--- config.mk ---
export PLATFORM = sky130hd
export DESIGN_NAME = i2c_reg_slave
export DESIGN_NICKNAME = d
export VERILOG_FILES = /design/src/rtl/i2c_reg_pkg.sv /design/src/rtl/i2c_pin_sync.sv /design/src/rtl/i2c_tx_shift.sv /design/src/rtl/i2c_proto_fsm.sv /design/src/rtl/i2c_reg_slave.sv
export SDC_FILE = /design/constraint.sdc
export NUM_CORES = 1
export LEC_CHECK = 0
export ABC_CLOCK_PERIOD_IN_PS = 2500
export CAP_MARGIN = 20
export CORE_MARGIN = 2
export CORE_UTILIZATION = 40
export DETAILED_ROUTE_END_ITERATION = 16
export DONT_BUFFER_PORTS = 1
export PLACE_DENSITY = 0.53
export SYNTH_ARGS = -nofsm -noshare
export SYNTH_HDL_FRONTEND = slang
export SYNTH_SLANG_ARGS = --single-unit
--- constraint.sdc ---
create_clock -name clk -period 2.5 [get_ports clk]
set_clock_uncertainty 0.05 [all_clocks]
set_input_delay 0 -clock clk [delete_from_list [all_inputs] [get_ports clk]]
set_output_delay 0 -clock clk [all_outputs]
set_load 0.01 [all_outputs]
--- src/rtl/i2c_reg_pkg.sv ---
package i2c_reg_pkg;

    localparam int BYTE_W = 8;
    localparam int CNT_W  = 4;

    typedef logic [BYTE_W-1:0] byte_t;

    typedef enum logic [2:0] {
        ST_IDLE,
        ST_ID,
        ST_ADDR,
        ST_WDATA,
        ST_WDONE,
        ST_RDATA
    } phase_e;

    // Decoded bus events, one system clock wide each.
    typedef struct packed {
        logic scl_rise;
        logic scl_fall;
        logic start;
        logic stop;
        logic sda;
    } bus_ev_t;

    // Addresses that commit at the last data bit instead of at STOP.
    function automatic logic commits_early(byte_t a, byte_t span, byte_t ctl);
        return (a < span) || (a == ctl);
    endfunction

    function automatic byte_t next_ptr(byte_t p, byte_t wrap);
        return (p == wrap) ? '0 : byte_t'(p + 1'b1);
    endfunction

endpackage

--- src/rtl/i2c_pin_sync.sv ---
module i2c_pin_sync
    import i2c_reg_pkg::*;
#(
    parameter int STAGES = 2
)(
    input  logic    clk,
    input  logic    rst,
    input  logic    scl_in,
    input  logic    sda_in,
    output bus_ev_t ev
);
    logic [STAGES-1:0] scl_sh;
    logic [STAGES-1:0] sda_sh;
    logic              scl_d;
    logic              sda_d;
    logic              scl_now;
    logic              sda_now;

    always_ff @(posedge clk) begin
        if (rst) begin
            scl_sh <= '1;
            sda_sh <= '1;
            scl_d  <= 1'b1;
            sda_d  <= 1'b1;
        end else begin
            scl_sh <= {scl_sh[STAGES-2:0], scl_in};
            sda_sh <= {sda_sh[STAGES-2:0], sda_in};
            scl_d  <= scl_sh[STAGES-1];
            sda_d  <= sda_sh[STAGES-1];
        end
    end

    assign scl_now = scl_sh[STAGES-1];
    assign sda_now = sda_sh[STAGES-1];

    always_comb begin
        ev.scl_rise = scl_now & ~scl_d;
        ev.scl_fall = ~scl_now & scl_d;
        ev.start    = scl_now & scl_d & sda_d & ~sda_now;
        ev.stop     = scl_now & scl_d & ~sda_d & sda_now;
        ev.sda      = sda_now;
    end

endmodule

--- src/rtl/i2c_tx_shift.sv ---
module i2c_tx_shift
    import i2c_reg_pkg::*;
(
    input  logic  clk,
    input  logic  rst,
    input  logic  clear,
    input  logic  load,
    input  byte_t ldata,
    input  logic  shift,
    output logic  bit_out,
    output logic  ready
);
    byte_t sr;

    always_ff @(posedge clk) begin
        if (rst || clear) begin
            sr    <= '1;
            ready <= 1'b0;
        end else if (load) begin
            sr    <= ldata;
            ready <= 1'b1;
        end else if (shift) begin
            sr    <= {sr[BYTE_W-2:0], 1'b1};
        end
    end

    assign bit_out = sr[BYTE_W-1];

    // A fetch is only issued once the byte slot is open again.
    AST_LOAD_OPEN_SLOT: assert property (@(posedge clk) disable iff (rst)
        load |-> !clear);

endmodule

--- src/rtl/i2c_proto_fsm.sv ---
module i2c_proto_fsm
    import i2c_reg_pkg::*;
#(
    parameter logic [3:0] DEV_CODE   = 4'b1010,
    parameter int         WRAP_ADDR  = 8,
    parameter int         EARLY_SPAN = 4,
    parameter int         CTL_ADDR   = 8
)(
    input  logic    clk,
    input  logic    rst,
    input  bus_ev_t ev,
    input  logic    busy,
    input  logic [2:0] strap,
    input  logic    wr_allow,
    output byte_t   ptr,
    output logic    wr_stb,
    output byte_t   wdata,
    output logic    rd_req,
    output logic    ack_drive,
    output logic    tx_phase,
    output logic    tx_shift,
    output logic    tx_clear
);
    localparam logic [CNT_W-1:0] LAST_BIT = CNT_W'(BYTE_W);
    localparam byte_t WRAP_B  = byte_t'(WRAP_ADDR);
    localparam byte_t SPAN_B  = byte_t'(EARLY_SPAN);
    localparam byte_t CTL_B   = byte_t'(CTL_ADDR);

    phase_e           state;
    phase_e           nxt;
    logic [CNT_W-1:0] bitcnt;
    logic             in_ack;
    logic             ack_q;
    logic             m_ack;
    logic             pending;
    byte_t            shreg;

    logic live, byte_done, slot_end, id_ok, ptr_adv;

    always_comb begin
        live      = !busy && !ev.start && !ev.stop &&
                    (state inside {ST_ID, ST_ADDR, ST_WDATA, ST_RDATA});
        byte_done = live && ev.scl_fall && !in_ack && (bitcnt == LAST_BIT);
        slot_end  = live && ev.scl_fall && in_ack;
        id_ok     = (shreg[BYTE_W-1:1] == {DEV_CODE, strap});
        ptr_adv   = slot_end && (state == ST_RDATA) && m_ack;
    end

    assign tx_phase  = (state == ST_RDATA) && !in_ack;
    assign tx_shift  = live && ev.scl_fall && tx_phase && (bitcnt != LAST_BIT);
    assign tx_clear  = !tx_phase;
    assign ack_drive = ack_q;

    always_ff @(posedge clk) begin
        wr_stb <= 1'b0;
        rd_req <= 1'b0;
        if (rst) begin
            state   <= ST_IDLE;
            nxt     <= ST_IDLE;
            bitcnt  <= '0;
            in_ack  <= 1'b0;
            ack_q   <= 1'b0;
            m_ack   <= 1'b0;
            pending <= 1'b0;
            shreg   <= '0;
            ptr     <= '0;
            wdata   <= '0;
        end else if (busy) begin
            state   <= ST_IDLE;
            bitcnt  <= '0;
            in_ack  <= 1'b0;
            ack_q   <= 1'b0;
            pending <= 1'b0;
        end else if (ev.start) begin
            state   <= ST_ID;
            bitcnt  <= '0;
            in_ack  <= 1'b0;
            ack_q   <= 1'b0;
            pending <= 1'b0;
        end else if (ev.stop) begin
            if (state == ST_WDONE && pending) wr_stb <= 1'b1;
            state   <= ST_IDLE;
            in_ack  <= 1'b0;
            ack_q   <= 1'b0;
            pending <= 1'b0;
        end else if (live && ev.scl_rise) begin
            if (in_ack) begin
                m_ack <= ~ev.sda;
            end else if (bitcnt != LAST_BIT) begin
                shreg  <= {shreg[BYTE_W-2:0], ev.sda};
                bitcnt <= bitcnt + 1'b1;
            end
        end else if (byte_done) begin
            unique case (state)
                ST_ID: begin
                    if (id_ok) begin
                        ack_q  <= 1'b1;
                        in_ack <= 1'b1;
                        nxt    <= shreg[0] ? ST_RDATA : ST_ADDR;
                    end else begin
                        state  <= ST_IDLE;
                    end
                end
                ST_ADDR: begin
                    ptr    <= shreg;
                    ack_q  <= 1'b1;
                    in_ack <= 1'b1;
                    nxt    <= ST_WDATA;
                end
                ST_WDATA: begin
                    if (wr_allow) begin
                        ack_q  <= 1'b1;
                        in_ack <= 1'b1;
                        nxt    <= ST_WDONE;
                        wdata  <= shreg;
                        if (commits_early(ptr, SPAN_B, CTL_B)) wr_stb  <= 1'b1;
                        else                                   pending <= 1'b1;
                    end else begin
                        state  <= ST_IDLE;
                    end
                end
                default: begin
                    in_ack <= 1'b1;
                    nxt    <= ST_RDATA;
                end
            endcase
        end else if (slot_end) begin
            in_ack <= 1'b0;
            ack_q  <= 1'b0;
            bitcnt <= '0;
            if (state == ST_RDATA) begin
                if (m_ack) begin
                    ptr    <= next_ptr(ptr, WRAP_B);
                    rd_req <= 1'b1;
                end else begin
                    state  <= ST_IDLE;
                end
            end else begin
                state <= nxt;
                if (nxt == ST_RDATA) rd_req <= 1'b1;
            end
        end
    end

    AST_MISMATCH_IDLE: assert property (@(posedge clk) disable iff (rst)
        (byte_done && state == ST_ID && !id_ok) |=> (state == ST_IDLE && !ack_q));
    AST_ACK_IN_SLOT: assert property (@(posedge clk) disable iff (rst)
        ack_q |-> in_ack);
    AST_NO_ACK_IN_READ: assert property (@(posedge clk) disable iff (rst)
        (state == ST_RDATA) |-> !ack_q);
    AST_PTR_WRAP: assert property (@(posedge clk) disable iff (rst)
        (ptr_adv && ptr == WRAP_B) |=> (ptr == '0));
    AST_WP_REJECT: assert property (@(posedge clk) disable iff (rst)
        (byte_done && state == ST_WDATA && !wr_allow) |=> (state == ST_IDLE && !ack_q && !wr_stb));
    AST_BUSY_QUIET: assert property (@(posedge clk) disable iff (rst)
        busy |=> (state == ST_IDLE && !ack_q && !wr_stb && !rd_req));
    AST_EARLY_COMMIT: assert property (@(posedge clk) disable iff (rst)
        (byte_done && state == ST_WDATA && wr_allow && commits_early(ptr, SPAN_B, CTL_B)) |=> wr_stb);
    AST_DEFER_HOLD: assert property (@(posedge clk) disable iff (rst)
        (byte_done && state == ST_WDATA && !commits_early(ptr, SPAN_B, CTL_B)) |=> !wr_stb);

endmodule

--- src/rtl/i2c_reg_slave.sv ---
module i2c_reg_slave
    import i2c_reg_pkg::*;
#(
    parameter logic [3:0] DEV_CODE    = 4'b1010,
    parameter int         WRAP_ADDR   = 8,
    parameter int         EARLY_SPAN  = 4,
    parameter int         CTL_ADDR    = 8,
    parameter int         SYNC_STAGES = 2
)(
    input  logic       clk,
    input  logic       rst,
    input  logic       scl_in,
    input  logic       sda_in,
    output logic       sda_pull_low,
    input  logic [2:0] strap_addr,
    input  logic       busy,
    input  logic       wr_allow,
    output logic [7:0] reg_addr,
    output logic       wr_strobe,
    output logic [7:0] wr_data,
    output logic       rd_req,
    input  logic [7:0] rd_data
);
    bus_ev_t ev;
    logic    ack_drive, tx_phase, tx_shift, tx_clear, tx_bit, tx_ready;

    i2c_pin_sync #(.STAGES(SYNC_STAGES)) u_sync (
        .clk    (clk),
        .rst    (rst),
        .scl_in (scl_in),
        .sda_in (sda_in),
        .ev     (ev)
    );

    i2c_proto_fsm #(
        .DEV_CODE   (DEV_CODE),
        .WRAP_ADDR  (WRAP_ADDR),
        .EARLY_SPAN (EARLY_SPAN),
        .CTL_ADDR   (CTL_ADDR)
    ) u_fsm (
        .clk       (clk),
        .rst       (rst),
        .ev        (ev),
        .busy      (busy),
        .strap     (strap_addr),
        .wr_allow  (wr_allow),
        .ptr       (reg_addr),
        .wr_stb    (wr_strobe),
        .wdata     (wr_data),
        .rd_req    (rd_req),
        .ack_drive (ack_drive),
        .tx_phase  (tx_phase),
        .tx_shift  (tx_shift),
        .tx_clear  (tx_clear)
    );

    i2c_tx_shift u_tx (
        .clk     (clk),
        .rst     (rst),
        .clear   (tx_clear),
        .load    (rd_req),
        .ldata   (rd_data),
        .shift   (tx_shift),
        .bit_out (tx_bit),
        .ready   (tx_ready)
    );

    assign sda_pull_low = !busy && (ack_drive || (tx_phase && tx_ready && !tx_bit));

endmodule

==> summary.txt <==
Status
  – Status: completed

Logic synthesis
  – Top cells by instance count after synthesis: 55 x dfxtp_1, 35 x nand2_1, 32 x a21oi_1
  – Primary FF master, synth: dfxtp_1
  – Post-Syn Area: roughly 0.0027 sq mm
  – Syn nets: approximately 330
  – Fraction of registers with async set/reset: 0
  – Synth area leader: dfxtp_1
  – Netlist cell types: 54
  – Yosys warns: 0
  – Yosys top cell area share: 0.4033
  – Most common cell in the netlist: dfxtp_1
  – Number of synthesized register bits: between 50 and 60
  – Syn_area_per_cell: 8.981 sq um
  – Post-Syn Instances: between 300 and 400
  – EDFF count, synth: 0
  – Area contributors post-synth: dfxtp_1 40%, a21oi_1 5.9%, mux2i_1 5.9%
  – Sequential fraction of the synthesis area: 0.4033

Setup path
  – Slowest stage delay, CP: a little under 600 ps
  – CP Max Fanout: 10
  – Crit path arrival time: between 2000 and 3000 ps
  – Worst setup EP type: flop
  – R2r setup slk: between 100 and 150 ps
  – WP data required: 2720 ps
  – Kind of critical path: flop to flop
  – CP max stage cell: dfxtp_1
  – Cell chain of the critical path: nand2b_4, a2111oi_4, and2_2, nand2_1, a21oi_1, dlygate4sd3_1
  – Nature of the critical path startpoint: flop

Clock network
  – Clock slew at reported path FFs: ~110 ps
  – Post-CTS setup buffers: 0
  – CTS tree: done
  – Clk sinks: 55
  – Worst-skew pair later-pin latency: 320 ps
  – H-tree levels: 2
  – CTS max path bufs: 2
  – CTS buffer count: 5
  – Clk root buf: clkbuf_8

Detailed routing
  – Number of vias per cell: between 5 and 6
  – Initial DRT Pass Iterations: 4
  – Routed vias: ~2.2k
  – Antenna-violating nets left: 0
  – DRT iter0 DRCs: slightly below 100
  – WL per Instance: approximately 16 um
  – Residual DRC: 0
  – Post-Route WL: around 6.5 mm

Layout
  – # diodes: 0
  – NumNets Final: 341
  – Filler Cell Count: 660
  – Final instance area: between 0.003 and 0.004 sq mm
  – Fraction of layout cells with a size suffix above 1: 0.1340
  – Area grow syn2layout: 12.60%

Timing
  – Fin crit period: approximately 2400 ps
  – Slew margin rel.: 0.5482
  – Part of the cycle the worst path needs: 0.9429
  – Setup TNS: 0 ps
  – Slew @ Worst Pin: ~670 ps
  – Max Fclk: approximately 420 MHz
  – RSZ-0062 raised after global routing: false
  – Pins Over Slew Limit: 0
  – Count of final setup violators: 0
  – Final hold violation count: 0
  – Min Hold Slack: around 2.3 ps

Floorplan
  – Die X: 86.62 um
  – Std-Cell Rows: 30
  – Core area: between 0.006 and 0.007 sq mm
  – Starting Density: 0.4086
  – Die height: 86.62 um
  – Ports: 36
  – Area of the die: roughly 0.0075 sq mm

Place
  – Quantity of I/O buffers inserted on ports: 0
  – Placed Area: approximately 0.0028 sq mm
  – DP HPWL: around 4.4 mm
  – Placer Congestion: about 0.8

Power
  – Pwr dens: between 400 and 500 mW/mm^2
  – Total leakage power: between 1 and 1.5 nW
  – Max VDD drop: roughly 240 uV
  – Design Power: between 0.001 and 0.0015 W

Worst hold path
  – Hold Crit Class: primary input to primary output

GRT
  – Largest net degree at the start of global routing: 43
  – Total gr overflow: 0
  – Initial antenna violation count: 0
  – GRT Util Overall: 0.1770
  – First-pass GRT wire length: approximately 10 mm
  – Number of global-route vias before repair: 2084

Job
  – Max-Cap Viols: 0
==> final cells by class <==
class                      instances  area [sq um]  area share
inverter                           7         26.28    0.008547
timing repair buffer              23         217.7     0.07082
clock buffer                       5         68.82     0.02239
sequential                        55          1101      0.3582
tap                               80         100.1     0.03256
clock inverter                     3         27.53    0.008954
multi-input combinational        228          1533      0.4986
==> final timing paths <==
check	start	end	cells after the start
max reg2reg	u_fsm.state[1]$_SDFFE_PP0P_	u_fsm.shreg[0]$_SDFFE_PP0P_	6
max	u_fsm.state[1]$_SDFFE_PP0P_	u_fsm.shreg[0]$_SDFFE_PP0P_	6
min reg2reg	u_sync.sda_sh[0]$_SDFF_PP1_	u_sync.sda_sh[1]$_SDFF_PP1_	1
min	busy	sda_pull_low	1
==> worst max-delay path: cells and delay by family (launching register included) <==
kind | cells | cell delay, ps
AO/OA/AOI/OAI | 2 | 590
buffers and inverters | 1 | 550
flip-flops | 1 | 580
AND/OR/NAND/NOR | 3 | 550
==> where the power goes <==
group	internal, W	switching, W	leakage [nW]
logic	0.0000268	0.0000269	0.516
clock network	0.000206	0.000318	0.0463
registers	0.000880	0.00000520	0.444
total	0.00111	0.000350	1.01
==> logic make-up (layout without fill, tap and decap cells) <==
logic type / Yosys count / in the layout / synth area share
simple gates: 135 / 135 / 0.2892
compound gates: 67 / 67 / 0.1728
flops: 55 / 55 / 0.4033
buf+inv: 21 / 38 / 0.03850
mux: 16 / 16 / 0.05866
xor+xnor: 6 / 6 / 0.01925
fa+ha+maj: 4 / 4 / 0.01833
==> metal layers <==
layer  part of all wire  global-route usage
met5                  0                   0
met4             0.0074             0.03551
met3              0.043             0.03714
met2               0.49              0.3056
met1               0.45              0.2287
==> stage by stage <==
stage                     instances  setup WS (ps)    util
after floorplan                 304          602.4       -
after global placement          379          280.6  0.4219
after detailed placement        379          294.2  0.4219
after CTS                       401          18.45  0.4588
after global routing            401          22.04  0.4601
final                           401          142.7  0.4601
==> state kept, by name, summed over array words and instances (netlist names), 2 cells and up <==
signal,cells
u_fsm.bitcnt,4
u_sync.sda_sh,2
u_fsm.ptr,8
u_tx.sr,8
u_fsm.nxt,3
u_sync.scl_sh,2
u_fsm.shreg,8
u_fsm.wdata,8
u_fsm.state,3
==> cell usage in the layout (no fill, tap or decap), types with 4 or more instances in the layout <==
cell type and n:
dfxtp_1 55, nand2_1 34, a21oi_1 32, nor2_1 23, mux2i_1 16, dlygate4sd3_1 13
nand3_1 10, buf_4 9, and3b_1 8, or2_2 8, inv_1 7, nor4_1 7
nor3_1 7, nand2b_1 7, o21ai_0 7, xor2_1 6, o32ai_1 5, clkbuf_8 5
nor2b_1 4, a211oi_1 4, ha_1 4
==> repair_timing <==
item	in CTS	in global routing
hold buffers	14	0
setup endpoints to repair	0	1
gates resized for setup	0	3
hold endpoints to repair	48	0
Power figures use the tool's default switching activity.
